--- config.mk ---
export PLATFORM = sky130hd
export DESIGN_NAME = video_timing_gen
export DESIGN_NICKNAME = d
export VERILOG_FILES = /design/src/rtl/video_timing_pkg.sv /design/src/rtl/vt_startup.sv /design/src/rtl/vt_hcount.sv /design/src/rtl/vt_vcount.sv /design/src/rtl/video_timing_gen.sv
export SDC_FILE = /design/constraint.sdc
export NUM_CORES = 1
export LEC_CHECK = 0
export BUFFER_PORTS_ARGS = -buffer_cell sky130_fd_sc_hd__buf_2
export CAP_MARGIN = 20
export CORE_MARGIN = 4
export CORE_UTILIZATION = 45
export DETAILED_ROUTE_END_ITERATION = 16
export PLACE_DENSITY = 0.71
export SYNTH_ARGS = -nofsm -noshare
export SYNTH_HDL_FRONTEND = slang
export SYNTH_SLANG_ARGS = --single-unit
--- constraint.sdc ---
create_clock -name clk -period 2.2 [get_ports clk]
set_input_delay 0.44 -clock clk [delete_from_list [all_inputs] [get_ports clk]]
set_output_delay 0.44 -clock clk [all_outputs]
set_load 0.03 [all_outputs]
--- src/rtl/video_timing_pkg.sv ---
// Shared constants and helpers for the raster timing generator.
// Assumes a fixed 264-line frame whose 9-bit line numbers start at 0x0F8.
package video_timing_pkg;

    localparam int LINE_W       = 9;
    localparam int PIX_DIV      = 4;
    localparam int V_SYNC_LINES = 8;
    localparam int V_TOP_LINES  = 16;
    localparam int V_ACT_LINES  = 224;
    localparam int V_BOT_LINES  = 16;
    localparam int V_TOTAL      = V_SYNC_LINES + V_TOP_LINES + V_ACT_LINES + V_BOT_LINES;

    localparam logic [LINE_W-1:0] LINE_FIRST = 9'h0F8;
    localparam logic [LINE_W-1:0] LINE_LAST  = LINE_W'(int'(LINE_FIRST) + V_TOTAL - 1);
    localparam logic [LINE_W-1:0] TOP_START  = LINE_W'(int'(LINE_FIRST) + V_SYNC_LINES);
    localparam logic [LINE_W-1:0] ACT_START  = LINE_W'(int'(TOP_START) + V_TOP_LINES);
    localparam logic [LINE_W-1:0] BOT_START  = LINE_W'(int'(ACT_START) + V_ACT_LINES);

    typedef enum logic [1:0] {
        VR_SYNC,
        VR_TOP,
        VR_ACTIVE,
        VR_BOTTOM
    } vregion_e;

    // Map a line number onto its vertical region.
    function automatic vregion_e line_region(input logic [LINE_W-1:0] ln);
        if (ln < TOP_START)      return VR_SYNC;
        else if (ln < ACT_START) return VR_TOP;
        else if (ln < BOT_START) return VR_ACTIVE;
        else                     return VR_BOTTOM;
    endfunction

endpackage

--- src/rtl/vt_startup.sv ---
// Start-up hold: counts HOLD clocks after reset release, then raises run.
// Assumes HOLD >= 1. The count saturates, so run stays high until the next reset.
module vt_startup #(
    parameter int HOLD = 1287
) (
    input  logic clk,
    input  logic rst_n,
    output logic run
);
    localparam int CW = $clog2(HOLD + 1);

    logic [CW-1:0] cnt;

    // Saturating hold counter.
    always_ff @(posedge clk) begin
        if (!rst_n)
            cnt <= '0;
        else if (cnt != CW'(HOLD))
            cnt <= cnt + 1'b1;
    end

    assign run = (cnt == CW'(HOLD));
endmodule

--- src/rtl/vt_hcount.sv ---
// Horizontal position counter over one scanline of H_TOTAL master clocks.
// Position 0 is the first clock of horizontal sync. It produces the line-step
// and the mid-line vertical-blank update strobes. Assumes 1 <= VB_DELAY < H_TOTAL.
module vt_hcount #(
    parameter int H_TOTAL  = 1536,
    parameter int VB_DELAY = 56
) (
    input  logic                         clk,
    input  logic                         rst_n,
    input  logic                         run,
    output logic [$clog2(H_TOTAL)-1:0]   hpos,
    output logic                         line_adv,
    output logic                         vb_tick
);
    localparam int HW = $clog2(H_TOTAL);

    // Position counter, wrapping at the end of the line.
    always_ff @(posedge clk) begin
        if (!rst_n)
            hpos <= '0;
        else if (run)
            hpos <= (hpos == HW'(H_TOTAL - 1)) ? '0 : hpos + 1'b1;
    end

    assign line_adv = run && (hpos == HW'(H_TOTAL - 1));
    assign vb_tick  = run && (hpos == HW'(VB_DELAY - 1));
endmodule

--- src/rtl/vt_vcount.sv ---
// Line counter (0x0F8..0x1FF), frame-boundary mode latch and the vertical
// blanking register. Assumes line_adv and vb_tick never fire on the same clock.
module vt_vcount
    import video_timing_pkg::*;
(
    input  logic              clk,
    input  logic              rst_n,
    input  logic              line_adv,
    input  logic              vb_tick,
    input  logic              mode_pal,
    output logic [LINE_W-1:0] line,
    output logic              vblank
);
    logic     pal_q;
    vregion_e region_now;

    assign region_now = line_region(line);

    // Line counter with wrap back to the first sync line.
    always_ff @(posedge clk) begin
        if (!rst_n)
            line <= LINE_FIRST;
        else if (line_adv)
            line <= (line == LINE_LAST) ? LINE_FIRST : line + 1'b1;
    end

    // Mode latch: follows the input in reset, then updates only at the frame wrap.
    always_ff @(posedge clk) begin
        if (!rst_n)
            pal_q <= mode_pal;
        else if (line_adv && line == LINE_LAST)
            pal_q <= mode_pal;
    end

    // Vertical blank register, updated partway into each line.
    always_ff @(posedge clk) begin
        if (!rst_n)
            vblank <= 1'b1;
        else if (vb_tick) begin
            case (region_now)
                VR_SYNC:   vblank <= 1'b1;
                VR_ACTIVE: vblank <= 1'b0;
                default:   vblank <= !pal_q;
            endcase
        end
    end
endmodule

--- src/rtl/video_timing_gen.sv ---
// Raster timing generator top. It ties together the start-up hold, the
// horizontal counter and the vertical counter, and decodes the sync, blank
// and pixel-strobe outputs from the horizontal position.
// Assumes PIX_DIV divides the porch and active widths.
module video_timing_gen
    import video_timing_pkg::*;
#(
    parameter int H_SYNC     = 112,
    parameter int H_BACK     = 112,
    parameter int H_ACTIVE   = 1280,
    parameter int H_FRONT    = 32,
    parameter int VB_DELAY   = 56,
    parameter int FIRST_SYNC = 1399
) (
    input  logic              clk,
    input  logic              rst_n,
    input  logic              mode_pal,
    output logic              hsync_n,
    output logic              vsync_n,
    output logic              hblank,
    output logic              vblank,
    output logic              pix_en,
    output logic [LINE_W-1:0] line_cnt
);
    localparam int H_TOTAL = H_SYNC + H_BACK + H_ACTIVE + H_FRONT;
    localparam int HW      = $clog2(H_TOTAL);
    localparam int PW      = $clog2(PIX_DIV);
    localparam int HOLD    = FIRST_SYNC - H_SYNC;
    localparam int ACT_BEG = H_SYNC + H_BACK;
    localparam int ACT_END = ACT_BEG + H_ACTIVE;

    logic          run;
    logic [HW-1:0] hpos;
    logic          line_adv;
    logic          vb_tick;

    vt_startup #(.HOLD(HOLD)) u_start (
        .clk   (clk),
        .rst_n (rst_n),
        .run   (run)
    );

    vt_hcount #(.H_TOTAL(H_TOTAL), .VB_DELAY(VB_DELAY)) u_hcnt (
        .clk      (clk),
        .rst_n    (rst_n),
        .run      (run),
        .hpos     (hpos),
        .line_adv (line_adv),
        .vb_tick  (vb_tick)
    );

    vt_vcount u_vcnt (
        .clk      (clk),
        .rst_n    (rst_n),
        .line_adv (line_adv),
        .vb_tick  (vb_tick),
        .mode_pal (mode_pal),
        .line     (line_cnt),
        .vblank   (vblank)
    );

    // Horizontal decode: sync, blank and pixel strobe from the position.
    always_comb begin
        hsync_n = run && (hpos >= HW'(H_SYNC));
        hblank  = !run || (hpos < HW'(ACT_BEG)) || (hpos >= HW'(ACT_END));
        pix_en  = run && (hpos[PW-1:0] == '0);
    end

    // Vertical sync from the line region.
    assign vsync_n = (line_region(line_cnt) != VR_SYNC);
endmodule

---- After elaboration in Yosys (flattened, before gate mapping) ----
Cells that the tools add are included.
cells by class
  mux-type cells .......................... 8
  reduce and logical (&&, ||, !) cells .... 12
  add/subtract/negate cells ............... 3
  order comparisons ....................... 6
  equal/unequal tests ..................... 7
operators by type and width
  cell                   count
  $lt 9x9->1 const B     3
  $add 11x1->11 const B  2
  $eq 11x11->1 const B   2
  $eq 11x6->1 const B    1
  $ge 11x11->1 const B   1
  $ge 11x7->1 const B    1
  $lt 11x8->1 const B    1
  $mux 11                1
  $ne 11x11->1 const B   1
  $add 9x1->9 const B    1
  $eq 9x9->1 const B     1
  $mux 9                 1
  $logic_and 1x1->1      5
  $logic_not 2->1        2
  $mux 2                 2
  $mux 1                 3
  $eq 2x2->1 const B     1
  $logic_not 1->1        2
  $logic_or 1x1->1       2
  $ne 2x1->1 const B     1
  $pmux 1 s2             1
  $reduce_bool 2->1      1
storage, ports and cells
  word-level logic and storage cells ...... 41
  flip-flop bits (word level) ............. 33
  input port bits ......................... 3
  output and inout port bits .............. 14

---- Longest topological paths before layout ----
Gate-level depths: netlist of run 1.
  depth in word-level cells ............... 6
  depth in mapped cells ................... 8
  mapped depth without buffers ............ 8

---- Cells and area by module ----
A second synthesis of run 1 with hierarchy kept.
unflattened totals
  cells, all modules ...................... 182
  area total of the unflattened synthesis .. 1689.1 sq um
modules (own cells, without submodules)
  module            instances  cells each  area an instance (sq um)  seq. area each (sq um)
  vt_hcount         1          59          569.3                     220.2
  vt_startup        1          62          533.0                     220.2
  vt_vcount         1          52          521.8                     230.2
  video_timing_gen  1          9           65.1                      0.0

---- Worst setup path after synthesis of run 1 ----
Ideal clock, no wire load.
  path kind ............................... reg2out
  start point ............................. reg u_start.cnt[0]
  end point ............................... out hsync_n
  required time ........................... 1760 ps
  path slack .............................. 33 ps
  cell stages (with the launch flop) ...... 7
  arrival ................................. 1727 ps
  buffers on the path ..................... 2
  cells stage by stage .................... dfxtp_1 -> ha_1 -> nor2b_1 -> nand3_1 -> buf_2 -> buf_2 -> a21oi_1
between the ends
  longest elaborated chain between the ends .. 2
ends and longest elaborated chain
  element                 RTL line                RTL
  start, declared         vt_startup.sv:12        logic [CW-1:0] cnt;
  start signal, assigned  vt_startup.sv:19        cnt <= cnt + 1'b1;
  $eq 11x11->1            vt_startup.sv:22        assign run = (cnt == CW'(HOLD));
  $logic_and 1x1->1       video_timing_gen.sv:64  hsync_n = run && (hpos >= HW'(H_SYNC));
  end, declared           video_timing_gen.sv:18  output logic hsync_n,
Every way passes these cells.

---- Worst setup path in the final report of run 1 ----
  start point ............................. reg u_start.cnt[5]
  end point ............................... out hblank
between the ends
  longest elaborated chain between the ends .. 4
ends and longest elaborated chain
  element                        RTL line                RTL
  $eq 11x11->1                   vt_startup.sv:22
  $logic_not 1->1                video_timing_gen.sv:65  hblank = !run || (hpos < HW'(ACT_BEG)) || (hpos >= HW'(ACT_END));
  $logic_or 1x1->1 (2 in a row)  video_timing_gen.sv:65
  end, declared                  video_timing_gen.sv:20  output logic hblank,
Every way passes these cells.

==> flow_summary.json, run 1 <==
{
  "fmax_mhz": 469.6,
  "synth_cell_types": 40,
  "synthMuxAreaShare": 0.005878,
  "layout.cells.non_filler": 272,
  "place_ws_ps": 118.5,
  "vias_per_cell": 5.651,
  "ios": 17,
  "crit_fanout": 5,
  "ys_warn_count": 0,
  "cts-root-buf": "clkbuf_8",
  "synth_area_um2": 1703,
  "crit_chain": "nor4b_4 > nand3_2 > a221o_1 > buf_2",
  "wl_um": 3836,
  "port_buffers": 16,
  "slew_violations": 0,
  "drv_cap": 0,
  "cts_inserted_buffers": 5,
  "synthesis.instances": 201,
  "yosysSeqAreaShare": 0.3938,
  "dieArea_um2": 4832,
  "first_pass_iters": 4,
  "path_buf_inv": 1,
  "final_common_cell": "dfxtp_1",
  "endpoint_kind": "output port",
  "final_core_util": 0.5410,
  "cts_tree": "done",
  "slowest_stage": "nor4b_4",
  "area_growth_pct": 16.31,
  "cp-start-kind": "flop",
  "worst_slew_pin_slew_ps": 668.5,
  "nets": 231,
  "p_leak_nw": 0.7064,
  "worstPathRequired_ps": 1760,
  "p_switching_uw": 237.9,
  "htreeDepth": 2,
  "power.share.combinational": 0.029,
  "cp.arrival_ps": 1690,
  "coreArea_um2": 3661,
  "slowest_delay_ps": 390,
  "drtIter0Drc": 109,
  "avgRoutedWirePerCell_um": 14.10,
  "synth_xor_area_frac": 0.05143,
  "grt_max_degree": 21,
  "final_cell_mix": "dfxtp_1 (29), a21oi_1 (16), buf_2 (15)",
  "dp_hpwl_um": 2710,
  "reg2reg_slack_ps": 130,
  "critPathKind": "reg2out",
  "cts.sinks": 33,
  "dp.cells": 263,
  "syn_area_per_cell_um2": 8.472,
  "fin_crit_sh": 0.9680,
  "synth_top_family_by_area": "simple AND/OR/NAND/NOR gates",
  "p_per_area_nw_per_um2": 561.6,
  "finalSetupViolCount": 0,
  "synthSimpleGateAreaFrac": 0.2998,
  "p_total_mw": 1.112,
  "max-vdd-ir-drop_v": 0.0002459,
  "finClkSkew_ps": 12.37,
  "diodes": 0,
  "relSlewSlack": 0.5539,
  "hold_violations": 0,
  "min_period_ps": 2130,
  "drcViolationCount": 0,
  "clkLatencyLatePin_ps": 290,
  "holdCritPathClass": "in2reg",
  "gr-total-overflow": 0,
  "outcome": "completed",
  "postLayoutSetupSlackWorst_ps": 70.42,
  "antenna_found_initial": 0,
  "antenna_left": 0,
  "path_delay_family": "simple AND/OR/NAND/NOR gates",
  "p_sw_frac": 0.2139,
  "start_util": 0.4651,
  "p_int_uw": 874.4,
  "synth_fa_ha_area_frac": 0.03674,
  "clkPwrFrac": 0.420,
  "gp_congestion": 0.8453,
  "p_seq_frac": 0.551,
  "grt_pass1_wl_um": 6423,
  "syn-num-nets": 209,
  "clkTransAtPathRegs_ps": 70,
  "drive_above_1_share": 0.1920,
  "via_count": 1537,
  "synth_compound_area_frac": 0.1697,
  "track_usage": 0.1619,
  "fp.dieH_um": 69.52,
  "ys_ff_latch": 33,
  "fp.dieW_um": 69.52,
  "grt_pass1_vias": 1375,
  "clk_path_buf_depth": 2,
  "num_rows": 22,
  "ctsHoldBuffers": 0
}
-- synth_stat cells --
cell type   n  area [µm²]
a21boi_0    1       7.510
a21oi_1    16       80.08
a221o_1     1       10.01
a311oi_1    2       17.52
a31o_2      1       8.760
a31oi_1     5       31.28
and2_0      1       6.260
and2_1      2       12.51
and3_1      3       18.77
and3_2      2       15.01
and3b_1     1       8.760
and4_1      5       43.79
and4bb_2    1       12.51
buf_2       4       20.02
clkbuf_1    5       18.77
dfxtp_1    32       640.6
edfxtp_1    1       30.03
ha_1        5       62.56
inv_1       9       33.78
mux2i_1     1       10.01
nand2_1    12       45.04
nand3_1    13       65.06
nand3b_1    1       7.510
nand4_1    12       75.07
nor2_1     13       48.80
nor2b_1     1       6.260
nor3_1      8       40.04
nor4_1      3       18.77
nor4b_4     1       23.77
o211a_1     1       10.01
o21ai_0    10       50.05
o21ai_1     1       5.000
o21ba_2     1       10.01
o311ai_0    1       8.760
o31ai_1     4       30.03
o32a_1      2       20.02
or3_1       4       25.02
or4_1       5       37.54
xnor2_1     4       35.03
xor2_1      6       52.55
-- power groups by stage --
| stage | logic [mW] | clock network (mW) | registers [mW] |
|---|---|---|---|
| 2_1_floorplan | 0.0210 | 0 | 0.623 |
| 3_3_place_gp | 0.0302 | 0 | 0.625 |
| 3_5_place_dp | 0.0310 | 0 | 0.625 |
| 4_1_cts | 0.0315 | 0.481 | 0.611 |
| 5_1_grt | 0.0367 | 0.505 | 0.614 |
| 6_report | 0.0326 | 0.467 | 0.613 |
-- registers in the layout, summed over array words and instances (netlist names) --
register / flops
u_start.cnt: 11
u_vcnt.vblank: 1
u_vcnt.line: 9
u_hcnt.hpos: 11
u_vcnt.pal_q: 1
-- cell families after synthesis --
kind of cell / after synthesis
and+or+nand+nor: 88
xor gates and xnor gates: 10
AOI/OAI and AO/OA: 46
DFF: 33
adders and majority gates: 5
buffers and inverters: 18
muxes: 1
-- layer usage --
layer	global-route usage	vias up	share of wire
met5	0	-	0
met4	0.06508	0	0.015
met3	0.04493	6	0.044
met2	0.2500	28	0.46
met1	0.2127	701	0.48
li1	-	802	-
-- area by class of cell --
type | count | area [µm²]
clock buffer | 8 | 90.09
fill | 353 | 1680
inverter | 9 | 33.78
multi-input combinational | 150 | 979.7
sequential | 33 | 674.4
tap | 48 | 60.06
timing repair buffer | 24 | 142.6
-- path summary, 6_finish.rpt --
check,start,to,cells past startpoint
hold / removal,mode_pal,u_vcnt.pal_q,1
setup reg to reg,u_vcnt.line[0],u_vcnt.line[0],8
hold reg to reg,u_start.cnt[2],u_start.cnt[2],1
setup / recovery,u_start.cnt[5],hblank,4
-- metrics by stage --
| stage | TNS, ps | cell area [µm²] | hold slack, ps |
|---|---|---|---|
| finish | 0 | 1981 | 334.4 |
| CTS | 0 | 1954 | 332.7 |
| floorplan | 0 | 1703 | 458.1 |
| detailed placement | 0 | 1857 | 477.7 |
| global placement | 0 | 1857 | 471.8 |
| global route | -5.587 | 1981 | 324.2 |
-- repair_timing --
action	CTS	global route
gates resized for setup	2	7
setup buffers	0	1
pin swaps	0	2
setup endpoints to repair	1	3
(Power assumes the default switching activity.)
==> inputs of run 2 (changes only) <==
- PLACE_DENSITY: 0.71 -> 0.72
- SYNTH_HIERARCHICAL: default -> 1
==> run 2 against run 1 <==
  * The run now ends with setup timing left
  * Critical path depth increased by 5
  * Clock power decreased by 7.5%
  * Wire length increased by 6.8%
  * Power decreased by 2.8%
  * Global-route usage increased by 0.16 points
  * Clock-buffer cell count decreased by 2
  * Critical path type is now reg2reg
  * Critical endpoint is now u_vcnt/vblank
  * Largest power group unchanged
==> flow_summary.json, run 2 <==
{
  "slowest_stage": "or4_4",
  "syn-num-nets": 190,
  "rr_endpoint": "u_vcnt/vblank",
  "relSlewSlack": 0.6184,
  "gr-total-overflow": 0,
  "slew_violations": 0,
  "port_buffers": 16,
  "busiest_layer": "met2",
  "crit_fanout": 2,
  "synthFlopType": "dfxtp_1",
  "finalSetupViolCount": 11,
  "min_period_ps": 2331,
  "reg2reg_slack_ps": -130,
  "post-synth-top-area-cell": "dfxtp_1",
  "crit_chain": "or4_4 > nor3_4 > nand4b_1 > or4_4 > nor4_4 > buf_4 > nand3_2 > o21ai_1 > a21oi_1",
  "synthTopCellsByArea": "dfxtp_1 (38%), ha_1 (3.7%), xor2_1 (3.6%)",
  "critPathKind": "reg2reg",
  "fmax_mhz": 428.9,
  "outcome": "complete, but fails checks",
  "track_usage": 0.1635,
  "grt_pass1_vias": 1541,
  "cp.arrival_ps": 2470,
  "p_leak_nw": 0.8076,
  "crit_top_cell": "or4_4",
  "holdCritPathClass": "in2reg",
  "ys_warn_count": 6,
  "area_growth_pct": 29.41,
  "hold_end": "u_vcnt/pal_q",
  "dieArea_um2": 4798,
  "yosysSeqAreaShare": 0.3970,
  "reg2reg_from": "u_start/cnt[6]",
  "worst_slew_pin_slew_ps": 570.4,
  "nFillCells": 303,
  "drtIter0Drc": 99,
  "rsz0062_at_grt": "true",
  "dp_hpwl_um": 2626,
  "vias_per_cell": 5.893,
  "first_pass_iters": 5,
  "nets": 233,
  "worstHoldStart": "mode_pal",
  "hold_depth": 1,
  "p_sw_frac": 0.2217,
  "wl_um": 4096,
  "p_seq_frac": 0.566,
  "power.share.combinational": 0.035,
  "via_count": 1603,
  "p_per_area_nw_per_um2": 494.6,
  "syn_area_per_cell_um2": 9.281,
  "gp_congestion": 0.8029,
  "violations": "setup timing",
  "num_rows": 21,
  "postLayoutSetupSlackWorst_ps": -131.5,
  "worstPathRequired_ps": 2340,
  "cp-start-kind": "flop",
  "clkPwrFrac": 0.399,
  "cts_inserted_buffers": 5,
  "fp.dieH_um": 69.27,
  "cts-root-buf": "clkbuf_8",
  "fp.dieW_um": 69.27,
  "drv_cap": 0,
  "cts_tree": "done",
  "fin_crit_sh": 1.060,
  "coreArea_um2": 3468,
  "p_int_uw": 841.5,
  "drcViolationCount": 0,
  "path_delay_family": "simple AND/OR/NAND/NOR gates",
  "grt_pass1_wl_um": 6575,
  "finClkSkew_ps": 10.03,
  "clkLatencyLatePin_ps": 280,
  "place_ws_ps": -192.2,
  "path_buf_inv": 1,
  "diodes": 0,
  "max-vdd-ir-drop_v": 0.0003695,
  "p_switching_uw": 239.7,
  "ctsHoldBuffers": 0,
  "reg_top3": "u_hcnt/hpos (11), u_start/cnt (11), u_vcnt/line (9)",
  "final_core_util": 0.6302,
  "avgRoutedWirePerCell_um": 15.06,
  "netlist.area_leader.share": 0.3793,
  "met1_usage": 0.1868,
  "synth_common_cells": "dfxtp_1 (32), nand2_1 (14), a21oi_1 (11), nor2_1 (11)",
  "endpoint_kind": "flop",
  "synth_area_um2": 1689,
  "ios": 17,
  "antenna_found_initial": 0,
  "htreeDepth": 2,
  "yosysMostFrequentCell": "dfxtp_1",
  "synth_edf_count": 1,
  "final_cell_mix": "dfxtp_1 (30), buf_4 (21), nand2_1 (14)",
  "ys_ff_latch": 33,
  "drive_above_1_share": 0.3230,
  "cts.sinks": 33,
  "synth_cell_types": 48,
  "met2_usage": 0.2807,
  "start_util": 0.4870,
  "hold_violations": 0,
  "clkTransAtPathRegs_ps": 70,
  "antenna_left": 0,
  "clk_path_buf_depth": 2,
  "grt.met3_usage": 0.04348,
  "grt_max_degree": 20,
  "slowest_delay_ps": 550,
  "final_common_cell": "dfxtp_1",
  "synthesis.instances": 182,
  "reg2reg_depth": 9,
  "ys_async_sr_fraction": 0
}
-- run 2: cell types whose count changed after synthesis, sizes merged, moves of 4 or more --
cell   change
or3        +4
and4       -4
inv        -4
nand4      -4
a21oi      -5
nor3       -7
mux2i      +5
a31oi      -5
-- run 2: layout make-up --
class | count | area (µm²) | share of cell area
clock buffers | 6 | 72.57 | 0.03320
inverters | 5 | 21.27 | 0.009731
flip-flops and latches | 33 | 673.1 | 0.3080
repair buffers | 41 | 301.5 | 0.1380
multi-input cells | 139 | 1050 | 0.4803
well taps | 46 | 57.56 | 0.02633
clock inverters | 2 | 10.01 | 0.004579
-- run 2: logic make-up (layout without fill, tap and decap cells) --
group                    Yosys count  after routing  synth area share
AND/OR/NAND/NOR                   82             82            0.2941
XOR/XNOR                           9              9           0.04667
multiplexers                       6              6           0.03556
buffers and inverters             10             54           0.02962
flip-flops                        33             33            0.3970
adder cells (fa/ha/maj)            5              5           0.03704
AO/OA/AOI/OAI                     37             37            0.1600
-- run 2: timing repair --
action,4_1_cts,5_1_grt
buffers inserted,3,9
gates resized for setup,9,16
pin swaps,4,11
gates cloned,0,0
setup endpoints to repair,20,12
hold endpoints to repair,0,0
-- run 2: through the flow --
step / setup TNS (ps) / cells / power, mW / hold WS [ps] / area [µm²]
after CTS: -207.6 / 263 / 1.090 / 353.8 / 2053
after global placement: -329.3 / 252 / 0.6590 / 465.3 / 1918
after floorplan: -1052 / 182 / 0.6459 / 451.8 / 1718
after detailed placement: -942.4 / 252 / 0.6606 / 476.0 / 1918
after global routing: -2142 / 272 / 1.126 / 348.2 / 2186
final: -698.6 / 272 / 1.081 / 357.3 / 2186
-- run 2: routing by layer --
layer  share of wire  vias up
met1            0.42      786
met4           0.010        0
met2            0.54       40
li1                -      771
met3           0.036        6
met5               0        -
-- run 2: power groups by stage --
stage	clock, mW	combinational [mW]	sequential (mW)
3_5_place_dp	0	0.0354	0.625
4_1_cts	0.442	0.0358	0.612
5_1_grt	0.472	0.0417	0.612
3_3_place_gp	0	0.0343	0.625
6_report	0.432	0.0374	0.612
2_1_floorplan	0	0.0221	0.624
-- run 2: worst max path at each step --
stage,start,to,cells after the start
finish,u_start/cnt[6],u_vcnt/vblank,9
global route,u_start/cnt[6],u_vcnt/vblank,9
CTS,u_start/cnt[6],u_vcnt/vblank,9
detailed placement,u_start/cnt[3],u_vcnt/vblank,9
global placement,u_start/cnt[3],u_vcnt/vblank,9
floorplan,u_start/cnt[3],u_vcnt/vblank,9
-- run 2: worst reg2reg max path, cell delays in order (launching register included) --
cell and delay (ps):
dfxtp_2 330, or4_4 550, nor3_4 160, nand4b_1 140, or4_4 450, nor4_4 190
buf_4 170, nand3_2 60, o21ai_1 80, a21oi_1 80
